## src/rtl/tscan_pkg.sv

```systemverilog
package tscan_pkg;
  typedef enum logic [2:0] {
    S_IDLE,
    S_RD_TMO,
    S_CHK,
    S_RD_FLG,
    S_WR_FLG,
    S_WR_TMO,
    S_REQ,
    S_DONE
  } scan_state_t;
endpackage

```

## src/rtl/tscan_div.sv

```systemverilog
module tscan_div #(
  parameter int RELOAD = 2
) (
  input  logic clk,
  input  logic rst,
  input  logic tick,
  output logic fire
);
  localparam int DVW = $clog2(RELOAD + 1);

  logic [DVW-1:0] div_q;

  assign fire = tick && (div_q == '0);

  always_ff @(posedge clk) begin
    if (rst) begin
      div_q <= '0;
    end else if (tick) begin
      div_q <= fire ? DVW'(RELOAD) : div_q - 1'b1;
    end
  end

  AST_FIRE_SPACED: assert property (@(posedge clk) disable iff (rst)
    fire |=> !fire);
endmodule

```

## src/rtl/tscan_ctl.sv

```systemverilog
module tscan_ctl
  import tscan_pkg::*;
#(
  parameter int DW        = 16,
  parameter int AW        = 10,
  parameter int IW        = 10,
  parameter int CW        = 10,
  parameter int START_IDX = 16,
  parameter int WAIT_BIT  = 14,
  parameter int REC_SHIFT = 2,
  parameter int FLAGS_OFS = 1
) (
  input  logic          clk,
  input  logic          rst,
  input  logic          start_req,
  input  logic [CW-1:0] rec_count,
  input  logic [AW-1:0] tmo_base,
  output logic          mem_rd_en,
  output logic          mem_wr_en,
  output logic [AW-1:0] mem_addr,
  output logic [DW-1:0] mem_wdata,
  input  logic [DW-1:0] mem_rdata,
  output logic          rq_valid,
  input  logic          rq_ready,
  output logic [IW-1:0] rq_psb,
  output logic          busy,
  output logic          scan_done,
  output logic          requeued,
  output logic [DW-1:0] tick_count
);
  localparam logic [DW-1:0] WAIT_MASK = DW'(1) << WAIT_BIT;

  scan_state_t   state_q;
  logic [IW-1:0] idx_q;
  logic [CW-1:0] left_q;
  logic [DW-1:0] tcnt_q;
  logic          pend_q;
  logic          any_q;
  logic [AW-1:0] tmo_addr;
  logic [AW-1:0] flg_addr;
  logic          hit;
  logic          last;

  assign tmo_addr = tmo_base + AW'(idx_q);
  assign flg_addr = (AW'(idx_q) << REC_SHIFT) + AW'(FLAGS_OFS);
  assign hit      = (mem_rdata != '0) && (mem_rdata == tcnt_q);
  assign last     = (left_q == CW'(1));

  assign busy       = (state_q != S_IDLE);
  assign scan_done  = (state_q == S_DONE);
  assign rq_valid   = (state_q == S_REQ);
  assign rq_psb     = idx_q;
  assign requeued   = any_q;
  assign tick_count = tcnt_q;

  always_comb begin
    mem_rd_en = 1'b0;
    mem_wr_en = 1'b0;
    mem_addr  = tmo_addr;
    mem_wdata = '0;
    case (state_q)
      S_RD_TMO: mem_rd_en = 1'b1;
      S_RD_FLG: begin
        mem_rd_en = 1'b1;
        mem_addr  = flg_addr;
      end
      S_WR_FLG: begin
        mem_wr_en = 1'b1;
        mem_addr  = flg_addr;
        mem_wdata = mem_rdata & ~WAIT_MASK;
      end
      S_WR_TMO: mem_wr_en = 1'b1;
      default: ;
    endcase
  end

  always_ff @(posedge clk) begin
    if (rst) begin
      state_q <= S_IDLE;
      idx_q   <= '0;
      left_q  <= '0;
      tcnt_q  <= '0;
      pend_q  <= 1'b0;
      any_q   <= 1'b0;
    end else begin
      if (start_req && state_q != S_IDLE) pend_q <= 1'b1;
      case (state_q)
        S_IDLE: begin
          if (start_req || pend_q) begin
            pend_q  <= 1'b0;
            tcnt_q  <= tcnt_q + 1'b1;
            idx_q   <= IW'(START_IDX);
            left_q  <= rec_count;
            any_q   <= 1'b0;
            state_q <= (rec_count == '0) ? S_DONE : S_RD_TMO;
          end
        end
        S_RD_TMO: state_q <= S_CHK;
        S_CHK: begin
          if (hit) begin
            state_q <= S_RD_FLG;
          end else if (last) begin
            state_q <= S_DONE;
          end else begin
            idx_q   <= idx_q + 1'b1;
            left_q  <= left_q - 1'b1;
            state_q <= S_RD_TMO;
          end
        end
        S_RD_FLG: state_q <= S_WR_FLG;
        S_WR_FLG: state_q <= S_WR_TMO;
        S_WR_TMO: state_q <= S_REQ;
        S_REQ: begin
          if (rq_ready) begin
            any_q <= 1'b1;
            if (last) begin
              state_q <= S_DONE;
            end else begin
              idx_q   <= idx_q + 1'b1;
              left_q  <= left_q - 1'b1;
              state_q <= S_RD_TMO;
            end
          end
        end
        S_DONE: state_q <= S_IDLE;
        default: state_q <= S_IDLE;
      endcase
    end
  end

  AST_CNT_STEP: assert property (@(posedge clk) disable iff (rst)
    $rose(busy) |-> tick_count == $past(tick_count) + DW'(1));
  AST_WR_WAIT_CLEAR: assert property (@(posedge clk) disable iff (rst)
    mem_wr_en |-> !mem_wdata[WAIT_BIT]);
  AST_RD_WR_EXCL: assert property (@(posedge clk) disable iff (rst)
    !(mem_rd_en && mem_wr_en));
  AST_RQ_HOLD: assert property (@(posedge clk) disable iff (rst)
    (rq_valid && !rq_ready) |=> (rq_valid && $stable(rq_psb)));
  AST_RQ_IN_RANGE: assert property (@(posedge clk) disable iff (rst)
    rq_valid |-> rq_psb >= IW'(START_IDX));
  AST_DONE_PULSE: assert property (@(posedge clk) disable iff (rst)
    scan_done |=> !scan_done);
endmodule

```

## src/rtl/tmo_scanner.sv

```systemverilog
module tmo_scanner #(
  parameter int DW        = 16,
  parameter int AW        = 10,
  parameter int IW        = 10,
  parameter int CW        = 10,
  parameter int START_IDX = 16,
  parameter int WAIT_BIT  = 14,
  parameter int REC_SHIFT = 2,
  parameter int FLAGS_OFS = 1,
  parameter int DIV_RELOAD = 2
) (
  input  logic          clk,
  input  logic          rst,
  input  logic          tick,
  input  logic [CW-1:0] rec_count,
  input  logic [AW-1:0] tmo_base,
  output logic          mem_rd_en,
  output logic          mem_wr_en,
  output logic [AW-1:0] mem_addr,
  output logic [DW-1:0] mem_wdata,
  input  logic [DW-1:0] mem_rdata,
  output logic          rq_valid,
  input  logic          rq_ready,
  output logic [IW-1:0] rq_psb,
  output logic          busy,
  output logic          scan_done,
  output logic          requeued,
  output logic [DW-1:0] tick_count
);
  logic scan_fire;

  tscan_div #(.RELOAD(DIV_RELOAD)) u_div (
    .clk  (clk),
    .rst  (rst),
    .tick (tick),
    .fire (scan_fire)
  );

  tscan_ctl #(
    .DW(DW), .AW(AW), .IW(IW), .CW(CW), .START_IDX(START_IDX),
    .WAIT_BIT(WAIT_BIT), .REC_SHIFT(REC_SHIFT), .FLAGS_OFS(FLAGS_OFS)
  ) u_ctl (
    .clk        (clk),
    .rst        (rst),
    .start_req  (scan_fire),
    .rec_count  (rec_count),
    .tmo_base   (tmo_base),
    .mem_rd_en  (mem_rd_en),
    .mem_wr_en  (mem_wr_en),
    .mem_addr   (mem_addr),
    .mem_wdata  (mem_wdata),
    .mem_rdata  (mem_rdata),
    .rq_valid   (rq_valid),
    .rq_ready   (rq_ready),
    .rq_psb     (rq_psb),
    .busy       (busy),
    .scan_done  (scan_done),
    .requeued   (requeued),
    .tick_count (tick_count)
  );

  AST_NO_REQ_IDLE: assert property (@(posedge clk) disable iff (rst)
    !busy |-> !(rq_valid || mem_rd_en || mem_wr_en));
endmodule

```

## config.mk

```make
export PLATFORM = sky130hd
export DESIGN_NAME = tmo_scanner
export DESIGN_NICKNAME = d
export VERILOG_FILES = /design/src/rtl/tscan_pkg.sv /design/src/rtl/tscan_div.sv /design/src/rtl/tscan_ctl.sv /design/src/rtl/tmo_scanner.sv
export SDC_FILE = /design/constraint.sdc
export NUM_CORES = 1
export LEC_CHECK = 0
export BUFFER_PORTS_ARGS = -buffer_cell sky130_fd_sc_hd__buf_2
export CAP_MARGIN = 15
export CORE_ASPECT_RATIO = 0.8
export CORE_MARGIN = 5
export CORE_UTILIZATION = 51
export DETAILED_ROUTE_END_ITERATION = 12
export PLACE_DENSITY_LB_ADDON = 0.25
export SYNTH_ARGS = -nofsm -noshare
export SYNTH_HDL_FRONTEND = slang
export SYNTH_HIERARCHICAL = 1
export SYNTH_SLANG_ARGS = --single-unit
export TNS_END_PERCENT = 20
```

## constraint.sdc

```tcl
create_clock -name clk -period 2.6 [get_ports clk]
set_input_delay 0 -clock clk [delete_from_list [all_inputs] [get_ports clk]]
set_output_delay 0 -clock clk [all_outputs]
set_load 0.01 [all_outputs]
```

Yosys cells after proc, flatten, opt, wreduce, memory -nomap -nowiden:

Cells that the tools add are included.

* muxes and demuxes: 27
* add/sub/neg operators: 6
* reduce and logical (&&, ||, !) cells: 18
* eq/ne operators: 12

Operator list (number)
* 10-bit 2-to-1 mux: 9
* 10-bit one-hot mux with 3 select lines: 2
* 3-bit one-hot mux with 8 select lines: 1
* 10-bit by 1-bit adder with 10-bit output, second input constant: 2
* 16-bit by 1-bit adder with 16-bit output, second input constant: 1
* 16-bit equality test: 1
* 16-bit 2-to-1 mux: 1
* 16-bit nonzero test: 1
* 3-bit 2-to-1 mux: 5
* 3-bit equality test, second input constant: 4
* 10-bit adder: 1
* 10-bit by 1-bit equality test with 1-bit output, second input constant: 1
* 10-bit logical NOT: 1
* 10-bit by 1-bit subtractor with 10-bit output, second input constant: 1
* 1-bit 2-to-1 mux: 7
* 3-bit by 2-bit equality test with 1-bit output, second input constant: 2
* 3-bit nonzero test: 2
* 2-bit OR reduction: 3
* 2-bit by 1-bit inequality test with 1-bit output, second input constant: 2
* 2-bit AND reduction: 2
* 4-bit AND reduction: 1
* 3-bit by 1-bit equality test with 1-bit output, second input constant: 1
* 1-bit logical AND: 3
* 3-bit logical NOT: 1
* other kinds (8): 8

* logic and storage cells: 70
* bits in registers: 43
* output and inout port bits: 58

Logic depth before layout (Yosys ltp):

Gate-level depths: netlist (run 1).

* depth in word-level cells: 6
* gate-level depth with buffers: 11
* depth with buffers taken out: 9

Hierarchy:

Netlist (run 1), hierarchy kept.

By module, submodules not included
* tscan_ctl: cells each 372, area an instance 2930.3 um2, seq. area each 820.8 um2, instances 1
* tscan_div: cells each 10, area an instance 96.3 um2, seq. area each 40.0 um2, instances 1

Least setup slack after synthesis (run 1):

No wires, ideal clock.

* path kind: register -> output
* start: register u_ctl.idx_q[2], in the netlist u_ctl/rq_psb[2]
* end: output port mem_addr[8]
* data required time: 2.600 ns
* stages on the path, launching flop included: 8
* data arrival time: 2.063 ns
* slack: 0.537 ns
* buffers on the path: 0
* cell sequence: dfxtp_1 ha_1 nor2b_1 o21a_1 o21a_1 o211a_1 or4_1 nand3_1

* longest elaborated chain between the ends: 2
* elaborated cells on any way between the ends: 3

RTL lines
* start: declaration: line tscan_ctl.sv:34 `logic [IW-1:0] idx_q;`
* start signal: assignment: line tscan_ctl.sv:92 `idx_q <= IW'(START_IDX);`
* start signal: assignment: line tscan_ctl.sv:105 `idx_q <= idx_q + 1'b1;`
* start signal: assignment: line tscan_ctl.sv:119 `idx_q <= idx_q + 1'b1;`
* 10-bit adder or 10-bit by 1-bit adder with 10-bit output (tied branches): line tscan_ctl.sv:44, tscan_ctl.sv:45
* 10-bit 2-to-1 mux (*): line tscan_ctl.sv:61 `case (state_q)`
* end: declaration: line tmo_scanner.sv:19 `output logic [AW-1:0] mem_addr,`

Every way passes the cells marked *; elsewhere a longest branch is shown, timed or not.

Worst setup path after layout (run 1):

* start: register u_ctl.idx_q[0], in the netlist u_ctl/rq_psb[0]
* end: output port mem_addr[8]

Same word-level chain as after synthesis.

==> qor.txt, run 1 <==
=====================================================================================
Leakage power figure                                                          1.64 nW
Count of routing violations after the opening detailed-route iteration            207
Count of fill cells added during filler insertion                                 533
Main combinational cell family by area after synthesis                   simple AND/OR/NAND/NOR gates
Unrepaired setup endpoints after global routing                                 false
Area growth from synthesis to layout                                            22.7%
Worst hold path class                                                       in -> reg
First-pass GRT wire length                                                   13700 um
Fin. Hold Viols                                                                     0
Clock buffers created by TritonCTS                                                  5
Type of element capturing the critical path                               output port
Post-Synthesis Net Count                                                          437
Clock transition at the registers of the reported paths                       0.09 ns
Primary FF master, synth                                                      dfxtp_1
Total number of H-tree levels                                                       2
Die footprint                                                                7590 um2
Total wire length after detailed routing                                      8260 um
Netlist area before placement                                                3030 um2
Fraction of registers with async set/reset                                          0
Clock tree from TritonCTS                                                       built
Sum of negative setup slack                                                      0 ns
Seq/Total Area, Yosys                                                           0.284
Detail-routed via count per cell                                                 5.69
Transition time at the pin with the least slew margin                        0.738 ns
Number of buffers on the longest clock path                                         2
Total inserted antenna cells                                                        0
Total congestion overflow                                                           0
Final total power                                                             3.04 mW
Number of nets with antenna violations after routing                                0
Share of synthesized area spent on multiplexers                               0.00331
Final worst path period need                                                  2.47 ns
Core region area                                                             5850 um2
Fraction of final layout cells with drive strength greater than 1               0.279
Number of I/O port buffers                                                         96
Maximum number of pins on one net before global-route repair                       39
Mean cell area of the mapped netlist                                         7.92 um2
Largest clock skew in the final design                                      0.0132 ns
Seq cells post-synth                                                               43
Count of cell types in the netlist                                                 59
Simple-gate share of the synthesized area                                       0.320
Arrival time of data at the critical path endpoint                            2.47 ns
Endpoints failing setup                                                             0
Average wire per standard cell                                                14.7 um
PD cells                                                                   819 nW/um2
Number of global-route vias before repair                                        2960
CTS sink count                                                                     43
# DRC                                                                               0
Vias post-DR                                                                     3196
Syn. warnings                                                                       6
Adder-cell share of the synthesized area                                       0.0645
Standard-cell rows                                                                 25
Gp weighted congestion                                                          0.923
Critical path launch point type                                                  flop
Worst flop-to-flop path startpoint                                       u_ctl/tick_count[12]
Clock latency reported for the late side of the worst-skew pair               0.30 ns
Area fraction in compound gates after synthesis                                 0.164
Number of antenna violations at the first check in global routing                   0
Cells after Synth                                                                 382
Post-synthesis xor/xnor area fraction                                           0.110
Initial cell density of the core                                                0.517
Combined global-route utilization of all metal layers                           0.220
Number of nets in the finished design                                             535
X dimension of the die                                                        96.1 um
Worst-case vdd ir drop                                                       0.438 mV
Achievable Freq                                                               405 MHz
Critical Path Fanout Max                                                            5
Drt first pass iters                                                                5
Worst setup path start                                                   u_ctl/rq_psb[0]
Run status                                                               complete, no violations
HPWL after detailed placement                                                 6260 um
Number of pins exceeding their max-slew limit in the final report                   0
Number of max-cap violations                                                        0
Post-synth EDFFs                                                                    0
Required time at the endpoint of the critical path                            2.60 ns
Relative slew slack                                                             0.506
Final worst path period share                                                   0.950
Start point of the worst min-delay path                                  rec_count[6]
Die outline height                                                            78.9 um
Cell chosen for the clock root                                               clkbuf_8
CP Class                                                                   reg -> out
I/O pin count                                                                      98
=====================================================================================
sequential cells by signal (all words and copies together) (netlist names):
signal,flops
u_ctl/left_q,10
u_ctl/state_q,3
u_ctl/requeued,1
u_ctl/tick_count,16
u_ctl/rq_psb,10
u_ctl/pend_q,1
u_div/div_q,2
layout by cell type (no fill, tap or decap), types with 10 or more instances in the layout:
| master | count |
|---|---|
| dfxtp_1 | 41 |
| xor2_1 | 21 |
| nor2_1 | 34 |
| nand2_1 | 24 |
| buf_2 | 96 |
| xnor2_1 | 17 |
| a21oi_1 | 24 |
| buf_4 | 11 |
| inv_1 | 14 |
| nor4_1 | 10 |
| and2_1 | 16 |
| ha_1 | 12 |
| o21ai_0 | 13 |
| or3_1 | 10 |
| nand3_1 | 15 |
timing repair:
item,4_1_cts,5_1_grt
hold buffers,2,0
endpoints found under the setup margin,0,2
gates resized for setup,0,7
endpoints found under the hold margin,3,0
setup buffers,0,4
routing by layer:
metal / vias up / global-route usage / wire, um
met1: 1489 / 0.320 / 3940
li1: 1559 / - / -
met4: 0 / 0.0469 / 44
met5: - / 0 / 0
met3: 7 / 0.0492 / 741
met2: 141 / 0.331 / 3530
metrics by stage:
| stage | instances | area, um2 | utilization | hold WS, ns | setup slack (ns) |
|---|---|---|---|---|---|
| 2_1_floorplan | 382 | 3030 | - | 0.0785 | 0.537 |
| 3_3_place_gp | 548 | 3560 | 0.608 | 0.240 | 0.376 |
| 3_5_place_dp | 548 | 3560 | 0.608 | 0.241 | 0.313 |
| 4_1_cts | 558 | 3660 | 0.626 | 0.00481 | 0.00292 |
| 5_1_grt | 562 | 3710 | 0.635 | 0.0202 | 0.0104 |
| 6_report | 562 | 3710 | 0.635 | 0.0180 | 0.131 |
cells in the mapped netlist, drive strengths merged (6+ instances only):
cell type	instances	area, um2
dfxtp	43	861
nor2	34	128
a21oi	24	120
nand2	24	90.1
o21ai	21	109
xor2	21	184
and2	17	108
xnor2	17	149
inv	15	56.3
nand3	15	75.1
ha	14	175
nor4	12	87.6
nor3	11	76.3
buf	10	71.3
or3	10	62.6
clkbuf	8	31.3
nor2b	8	50.1
o31ai	8	60.1
nand4	7	43.8
and3	6	37.5
cells by family after synthesis:
family | after synthesis
xor gates and xnor gates | 38
and+or+nand+nor | 172
other | 1
adders and majority gates | 15
AOI/OAI and AO/OA | 79
DFF | 43
buffers and inverters | 33
muxes | 1
worst max-delay path: stages, from the launching register on:
cell and delay (ns):
dfxtp_4 0.37, ha_2 0.18, inv_2 0.06, fa_2 0.19, nor2b_1 0.04, o21a_1 0.18
o21a_1 0.22, o211a_1 0.22, or4_1 0.50, nand3_1 0.08, buf_2 0.13
where the power goes:
group | switching [mW] | internal [mW] | total [mW] | leakage, nW
logic | 0.946 | 0.720 | 1.67 | 1.24
clock network | 0.236 | 0.184 | 0.421 | 0.0477
registers | 0.169 | 0.785 | 0.954 | 0.351
area by class of cell:
cell class              instances  area [um2]  area share
multi-input cells             306        2020       0.545
flip-flops and latches         43         866       0.233
repair buffers                109         583       0.157
well taps                      81         101      0.0273
clock buffers                   5        68.8      0.0185
inverters                      15        56.3      0.0152
clock inverters                 3        15.0     0.00404
final timing paths:
path,to,slack (ns),cells past startpoint
setup reg to reg,u_ctl/left_q[6],0.24,7
hold reg to reg,u_ctl/requeued,0.47,2
setup / recovery,mem_addr[8],0.13,10
hold / removal,u_ctl/left_q[6],0.02,3
No activity file was read; power rests on OpenSTA's default activity.
==> run 2: changes to the inputs <==
--- a/config.mk
+++ b/config.mk
@@ -9,11 +9,11 @@
 export CAP_MARGIN = 15
 export CORE_ASPECT_RATIO = 0.8
 export CORE_MARGIN = 5
-export CORE_UTILIZATION = 51
+export CORE_UTILIZATION = 52
 export DETAILED_ROUTE_END_ITERATION = 12
+export HOLD_SLACK_MARGIN = 0.15
 export PLACE_DENSITY_LB_ADDON = 0.25
 export SYNTH_ARGS = -nofsm -noshare
 export SYNTH_HDL_FRONTEND = slang
-export SYNTH_HIERARCHICAL = 1
 export SYNTH_SLANG_ARGS = --single-unit
 export TNS_END_PERCENT = 20
==> run 2 against run 1 <==
  * Routed wire length is 0.25% lower
  * Die area is 0.41% higher
  * Final area is 4.9% higher
  * Clock power is 25% higher
  * Synthesized area is 2.4% higher
  * Critical endpoint unchanged
  * Largest power group unchanged
==> qor.txt, run 2 <==
=====================================================================================
Clock buffers created by TritonCTS                                                  5
Leading post-synthesis cells by instance count                           49 x nor2_1, 43 x dfxtp_1, 38 x nand2_1
Seq/Total Area, Yosys                                                           0.278
Total wire length after detailed routing                                      8240 um
Run status                                                               complete, no violations
Sum of negative setup slack                                                      0 ns
Type of element capturing the critical path                               output port
Count of cell types in the netlist                                                 57
Seq cells post-synth                                                               43
Adder-cell share of the synthesized area                                       0.0630
Transition time at the pin with the least slew margin                        0.605 ns
Number of max-cap violations                                                        0
Initial cell density of the core                                                0.530
Post-Place Cell Area                                                         3660 um2
Post-synthesis xor/xnor area fraction                                           0.107
Critical path launch point type                                                  flop
Die footprint                                                                7620 um2
Number of pins exceeding their max-slew limit in the final report                   0
Fraction of synthesized cell area taken by the top area cell type               0.278
Primary FF master, synth                                                      dfxtp_1
Detail-routed via count per cell                                                 5.53
Required time at the endpoint of the critical path                            2.60 ns
Clock latency reported for the late side of the worst-skew pair               0.30 ns
Largest clock skew in the final design                                      0.0156 ns
Number of flip-flops under the largest register name                               16
Final worst path period need                                                  2.38 ns
Unrepaired setup endpoints after global routing                                 false
Number of global-route vias before repair                                        2807
Number of antenna violations at the first check in global routing                   0
CP Class                                                                   reg -> out
Worst hold path class                                                       in -> reg
Summed area of non-filler cells in the final layout                          3890 um2
Combinational cell fraction of total power                                      0.538
Clock transition at the registers of the reported paths                       0.08 ns
Die outline height                                                            79.1 um
Leakage power figure                                                          1.76 nW
Number of I/O port buffers                                                         96
Gp weighted congestion                                                          0.923
Post-Synthesis Net Count                                                          448
Average wire per standard cell                                                14.2 um
Arrival time of data at the critical path endpoint                            2.38 ns
CTS sink count                                                                     43
Most common library cell in the layout ignoring fill and taps                   buf_2
Standard-cell rows                                                                 25
Clock network power share                                                       0.164
Slowest cell on crit path                                                        fa_1
Fraction of final layout cells with drive strength greater than 1               0.273
Main combinational cell family by area after synthesis                   simple AND/OR/NAND/NOR gates
Switching pwr                                                                 1.45 mW
PD cells                                                                   824 nW/um2
Final worst path period share                                                   0.915
Endpoints failing setup                                                             0
Total congestion overflow                                                           0
Clock tree from TritonCTS                                                       built
Worst-case vdd ir drop                                                       0.717 mV
Core region area                                                             5850 um2
Simple-gate share of the synthesized area                                       0.302
Critical Path Fanout Max                                                            6
Cell chosen for the clock root                                               clkbuf_8
Max stage delay on crit path                                                  0.39 ns
First-pass GRT wire length                                                   13400 um
# DRC                                                                               0
Cells after Synth                                                                 393
Netlist area before placement                                                3100 um2
Maximum number of pins on one net before global-route repair                       33
Count of routing violations after the opening detailed-route iteration            203
Net switching fraction of the power                                             0.453
Most used standard cell by instance count after synthesis                      nor2_1
Number of nets in the finished design                                             555
Relative slew slack                                                             0.586
Syn. warnings                                                                       0
Fin. Hold Viols                                                                     0
Post-synth EDFFs                                                                    0
Area growth from synthesis to layout                                            25.6%
Area fraction in compound gates after synthesis                                 0.191
Cells along the critical path                                            ha_1 -> inv_1 -> fa_1 -> nor2b_1 -> o21ai_1 -> a21oi_2 -> o211a_1 -> nor3_1 -> o31ai_1 -> buf_2
Vias post-DR                                                                     3219
Total inserted antenna cells                                                        0
Share of synthesized area spent on multiplexers                               0.00646
Total number of H-tree levels                                                       2
Part of the total power dissipated in sequential elements                       0.298
Mean cell area of the mapped netlist                                         7.89 um2
Commonest cells after routing, fill and taps aside                       96 x buf_2, 49 x nor2_1, 41 x dfxtp_1
Top post-synthesis cells by area                                         dfxtp_1 28%, xnor2_1 6.8%, nor2_1 5.9%
Achievable Freq                                                               421 MHz
Number of nets with antenna violations after routing                                0
Cell taking the most area after synthesis                                     dfxtp_1
Number of buffers on the longest clock path                                         2
Fraction of registers with async set/reset                                          0
Drt first pass iters                                                                5
Combined global-route utilization of all metal layers                           0.218
Design internal power                                                         1.76 mW
I/O pin count                                                                      98
HPWL after detailed placement                                                 6420 um
X dimension of the die                                                        96.3 um
=====================================================================================
[run 2: cell families after synthesis]
kind of cell | after synthesis
and+or+nand+nor | 178
buffers and inverters | 33
xor gates and xnor gates | 38
muxes | 2
AOI/OAI and AO/OA | 83
DFF | 43
adders and majority gates | 15
other | 1
[run 2: metrics by stage]
stage	hold WS, ns	power [mW]	util	cells	worst slack, ns
6_report	0.185	3.21	0.666	582	0.222
4_1_cts	0.186	3.19	0.663	582	0.0218
3_3_place_gp	0.256	2.61	0.625	563	0.283
3_5_place_dp	0.258	2.65	0.625	563	0.222
2_1_floorplan	0.0897	2.21	-	393	0.532
5_1_grt	0.209	3.46	0.666	582	0.0260
[run 2: timing repair]
item | CTS | global route
hold endpoints to repair | 13 | 0
hold buffers | 11 | 0
setup endpoints to repair | 0 | 5
buffers inserted | 0 | 0
gates resized for setup | 0 | 6
[run 2: final timing paths]
| path | start | end | slack [ns] | depth (start not counted) |
|---|---|---|---|---|
| min reg2reg | u_ctl.requeued | u_ctl.requeued | 0.49 | 2 |
| min | rec_count[4] | u_ctl.left_q[4] | 0.18 | 5 |
| max | u_ctl.rq_psb[0] | mem_addr[8] | 0.22 | 10 |
| max reg2reg | u_div.div_q[0] | u_ctl.left_q[2] | 0.39 | 9 |
[run 2: critical path: cells and delay by family (launching register included)]
kind,cells,cell delay [ns]
flip-flops,1,0.38
AO/OA/AOI/OAI,4,0.70
buffers and inverters,2,0.25
adder cells (fa/ha/maj),2,0.58
AND/OR/NAND/NOR,2,0.17
[run 2: routing by layer]
layer	GRT usage	vias up	wire length [um]
met5	0	-	0
met4	0.0378	0	60
met3	0.0464	8	581
met2	0.351	93	3890
met1	0.304	1504	3710
li1	-	1614	-
[run 2: final cells by class]
cell class,instances,area [um2]
Multi-Input combinational cell,317,2090
Fill cell,524,1950
Timing Repair Buffer,116,658
Inverter,17,63.8
Tap cell,81,101
Sequential cell,43,866
Clock buffer,5,68.8
Clock inverter,3,43.8
[run 2: power by group through the flow]
stage / clock (mW) / sequential [mW] / combinational [mW]
after detailed placement: 0 / 0.960 / 1.69
after global placement: 0 / 0.950 / 1.66
after global routing: 0.565 / 0.973 / 1.92
after floorplan: 0 / 0.900 / 1.31
after CTS: 0.531 / 0.947 / 1.71
final: 0.525 / 0.956 / 1.73
==> run 3: changes to the inputs <==
--- a/config.mk
+++ b/config.mk
@@ -5,11 +5,12 @@
 export SDC_FILE = /design/constraint.sdc
 export NUM_CORES = 1
 export LEC_CHECK = 0
+export ABC_AREA = 1
 export BUFFER_PORTS_ARGS = -buffer_cell sky130_fd_sc_hd__buf_2
 export CAP_MARGIN = 15
 export CORE_ASPECT_RATIO = 0.8
 export CORE_MARGIN = 5
-export CORE_UTILIZATION = 52
+export CORE_UTILIZATION = 53
 export DETAILED_ROUTE_END_ITERATION = 12
 export HOLD_SLACK_MARGIN = 0.15
 export PLACE_DENSITY_LB_ADDON = 0.25
==> run 3 against run 2 <==
  * Flip-flop and latch count stayed put
  * Synthesized area is 14% higher
  * Power is 5.9% higher
  * Highest routed layer unchanged
  * Largest power group unchanged
  * Critical endpoint is now mem_addr[6]
  * Via count is 22% higher
==> qor.txt, run 3 <==
=====================================================================================
Run status                                                               complete, no violations
Global Route met2 Usage                                                         0.359
Most common library cell in the layout ignoring fill and taps                 nand2_1
Post-cts repair resize count                                                        0
Utilization of the core after routing                                           0.662
Unrepaired setup endpoints after global routing                                 false
Worst Setup Slack, final                                                     0.244 ns
Total number of H-tree levels                                                       2
Cells along the critical path                                            ha_1 -> inv_1 -> fa_1 -> inv_1 -> nand3_1 -> nand2_1 -> nand2_1 -> nand2_1 -> a21oi_1 -> xor2_1 -> o21ai_0 -> buf_2
Drt first pass iters                                                                5
Register Area                                                                 861 um2
Number of global-route vias before repair                                        3593
Relative slew slack                                                             0.606
Clock buffers created by TritonCTS                                                  5
Mean cell area of the mapped netlist                                         6.21 um2
WP buf/inv                                                                          3
Maximum number of pins on one net before global-route repair                       27
Count of routing violations after the opening detailed-route iteration            293
CP Class                                                                   reg -> out
Average wire per standard cell                                                13.0 um
# DRC                                                                               0
Non-Filler Instances                                                              756
HPWL after detailed placement                                                 7430 um
Most used standard cell by instance count after synthesis                     nand2_1
Worst path most repeated cell                                                 nand2_1
Netlist area before placement                                                3530 um2
Leakage power figure                                                          2.14 nW
PD cells                                                                   797 nW/um2
Fraction of synthesized cell area taken by the top area cell type               0.244
Primary FF master, synth                                                      dfxtp_1
Post-synth EDFFs                                                                    0
Fraction of final layout cells with drive strength greater than 1               0.217
Standard-cell rows                                                                 26
I/O pin count                                                                      98
Largest clock skew in the final design                                      0.0125 ns
Arrival time of data at the critical path endpoint                            2.36 ns
Critical path launch point type                                                  flop
Post-Synthesis Net Count                                                          624
Total congestion overflow                                                           0
Achievable Freq                                                               425 MHz
Met3 Usage GRT                                                                 0.0494
Number of buffers on the longest clock path                                         2
Cell chosen for the clock root                                               clkbuf_8
Sum of negative setup slack                                                      0 ns
Clock tree from TritonCTS                                                       built
Worst flop-to-flop path startpoint                                       u_ctl.state_q[1]
Start point of the worst min-delay path                                           rst
Gp weighted congestion                                                          0.889
Number of antenna violations at the first check in global routing                   0
Number of max-cap violations                                                        0
Die outline height                                                            83.0 um
Leading post-synthesis cells by instance count                           140 x nand2_1, 79 x inv_1, 75 x nor2_1
Count of fill cells added during filler insertion                                 590
Type of element capturing the critical path                               output port
Cells after Synth                                                                 569
Core region area                                                             6440 um2
Max stage delay on crit path                                                  0.48 ns
Worst setup path start                                                   u_ctl.rq_psb[0]
Number of I/O port buffers                                                         96
Delay-heaviest family, CP                                                 adder cells
Minimum hold slack                                                           0.190 ns
Multi-input gate area                                                        2250 um2
Transition time at the pin with the least slew margin                        0.591 ns
Clock latency reported for the late side of the worst-skew pair               0.30 ns
Final total power                                                             3.40 mW
Seq/Total Area, Yosys                                                           0.244
Critical Path Fanout Max                                                            9
Cell taking the most area after synthesis                                     dfxtp_1
Commonest cells after routing, fill and taps aside                       140 x nand2_1, 96 x buf_2, 79 x inv_1
Fraction of registers with async set/reset                                          0
Summed area of non-filler cells in the final layout                          4270 um2
Total inserted antenna cells                                                        0
Detail-routed via count per cell                                                 5.18
Worst hold path class                                                       in -> reg
Endpoints failing setup                                                             0
Seq cells post-synth                                                               43
Clock transition at the registers of the reported paths                       0.09 ns
X dimension of the die                                                         101 um
Area growth from synthesis to layout                                            20.8%
Number of nets in the finished design                                             727
Number of nets with antenna violations after routing                                0
Required time at the endpoint of the critical path                            2.60 ns
Worst-case vdd ir drop                                                       0.589 mV
Count of cell types in the netlist                                                 39
Die footprint                                                                8400 um2
Fin. Hold Viols                                                                     0
Combined global-route utilization of all metal layers                           0.230
Number of flip-flops under the largest register name                               16
Initial cell density of the core                                                0.548
First-pass GRT wire length                                                   16300 um
Final worst path period need                                                  2.36 ns
Syn. warnings                                                                       0
Top post-synthesis cells by area                                         dfxtp_1 24%, nand2_1 15%, inv_1 8.4%
Total wire length after detailed routing                                      9860 um
Number of pins exceeding their max-slew limit in the final report                   0
CTS sink count                                                                     43
Total setup buffers inserted after CTS                                              0
Global routing's busiest layer                                                   met2
Cells after DPL                                                                   737
Vias post-DR                                                                     3913
Post-Place Cell Area                                                         4040 um2
Worst setup timing slack at the placement stage                              0.596 ns
Slowest cell on crit path                                                     dfxtp_1
Met1 track demand over resource                                                 0.328
Final worst path period share                                                   0.906
=====================================================================================
## run 3: cell types whose count changed after synthesis, sizes merged, moves of 6 or more
cell    change
nand2     +109
inv        +69
nor2       +35
nand3      +31
and2       -18
a21oi      +15
xnor2      -14
o21ai      +13
nor4        -9
a211oi      -6
and3        -6
## run 3: repair_timing
item                                    CTS  global route
endpoints found under the setup margin    0             0
endpoints found under the hold margin    13             0
hold buffers                             12             0
## run 3: final cells by class
| type | instances | area share |
|---|---|---|
| Clock inverter | 1 | 0.00704 |
| Multi-Input combinational cell | 425 | 0.528 |
| Clock buffer | 6 | 0.0170 |
| Tap cell | 84 | 0.0246 |
| Timing Repair Buffer | 111 | 0.146 |
| Sequential cell | 43 | 0.202 |
| Inverter | 86 | 0.0760 |
## run 3: kinds of logic after synthesis
logic type | Yosys count | synth area share
multiplexers | 1 | 0.00283
AND/OR/NAND/NOR | 311 | 0.405
buffers and inverters | 101 | 0.119
flip-flops | 43 | 0.244
AO/OA/AOI/OAI | 72 | 0.111
adder cells (fa/ha/maj) | 15 | 0.0553
XOR/XNOR | 25 | 0.0620
other | 1 | 0.00106
## run 3: layer usage
layer | vias up | wire [um]
met3 | 8 | 721
met4 | 0 | 75
li1 | 2003 | -
met2 | 149 | 4410
met5 | - | 0
met1 | 1753 | 4650
## run 3: worst paths after layout
path	to	slack, ns	cells after the start
worst min register to register	u_ctl.left_q[1]	0.48	2
worst min-delay path	u_ctl.state_q[0]	0.19	2
worst max-delay path	mem_addr[6]	0.24	12
worst max register to register	u_ctl.left_q[7]	0.66	12
## run 3: report_power, final
part	internal [mW]	total [mW]	switching (mW)
Combinational	0.691	1.95	1.26
Sequential	0.786	0.932	0.145
Clock	0.282	0.514	0.232
## run 3: worst register-to-register path, cell delays in order (launching register included)
cell     delay (ns)
dfxtp_1        0.37
inv_2          0.13
nor2_4         0.04
buf_4          0.18
nand2_2        0.12
nor2_4         0.05
nor2_4         0.11
nand2_4        0.08
nor2_8         0.37
nand2_8        0.17
nand2_1        0.10
nand2_1        0.05
nor2_1         0.10
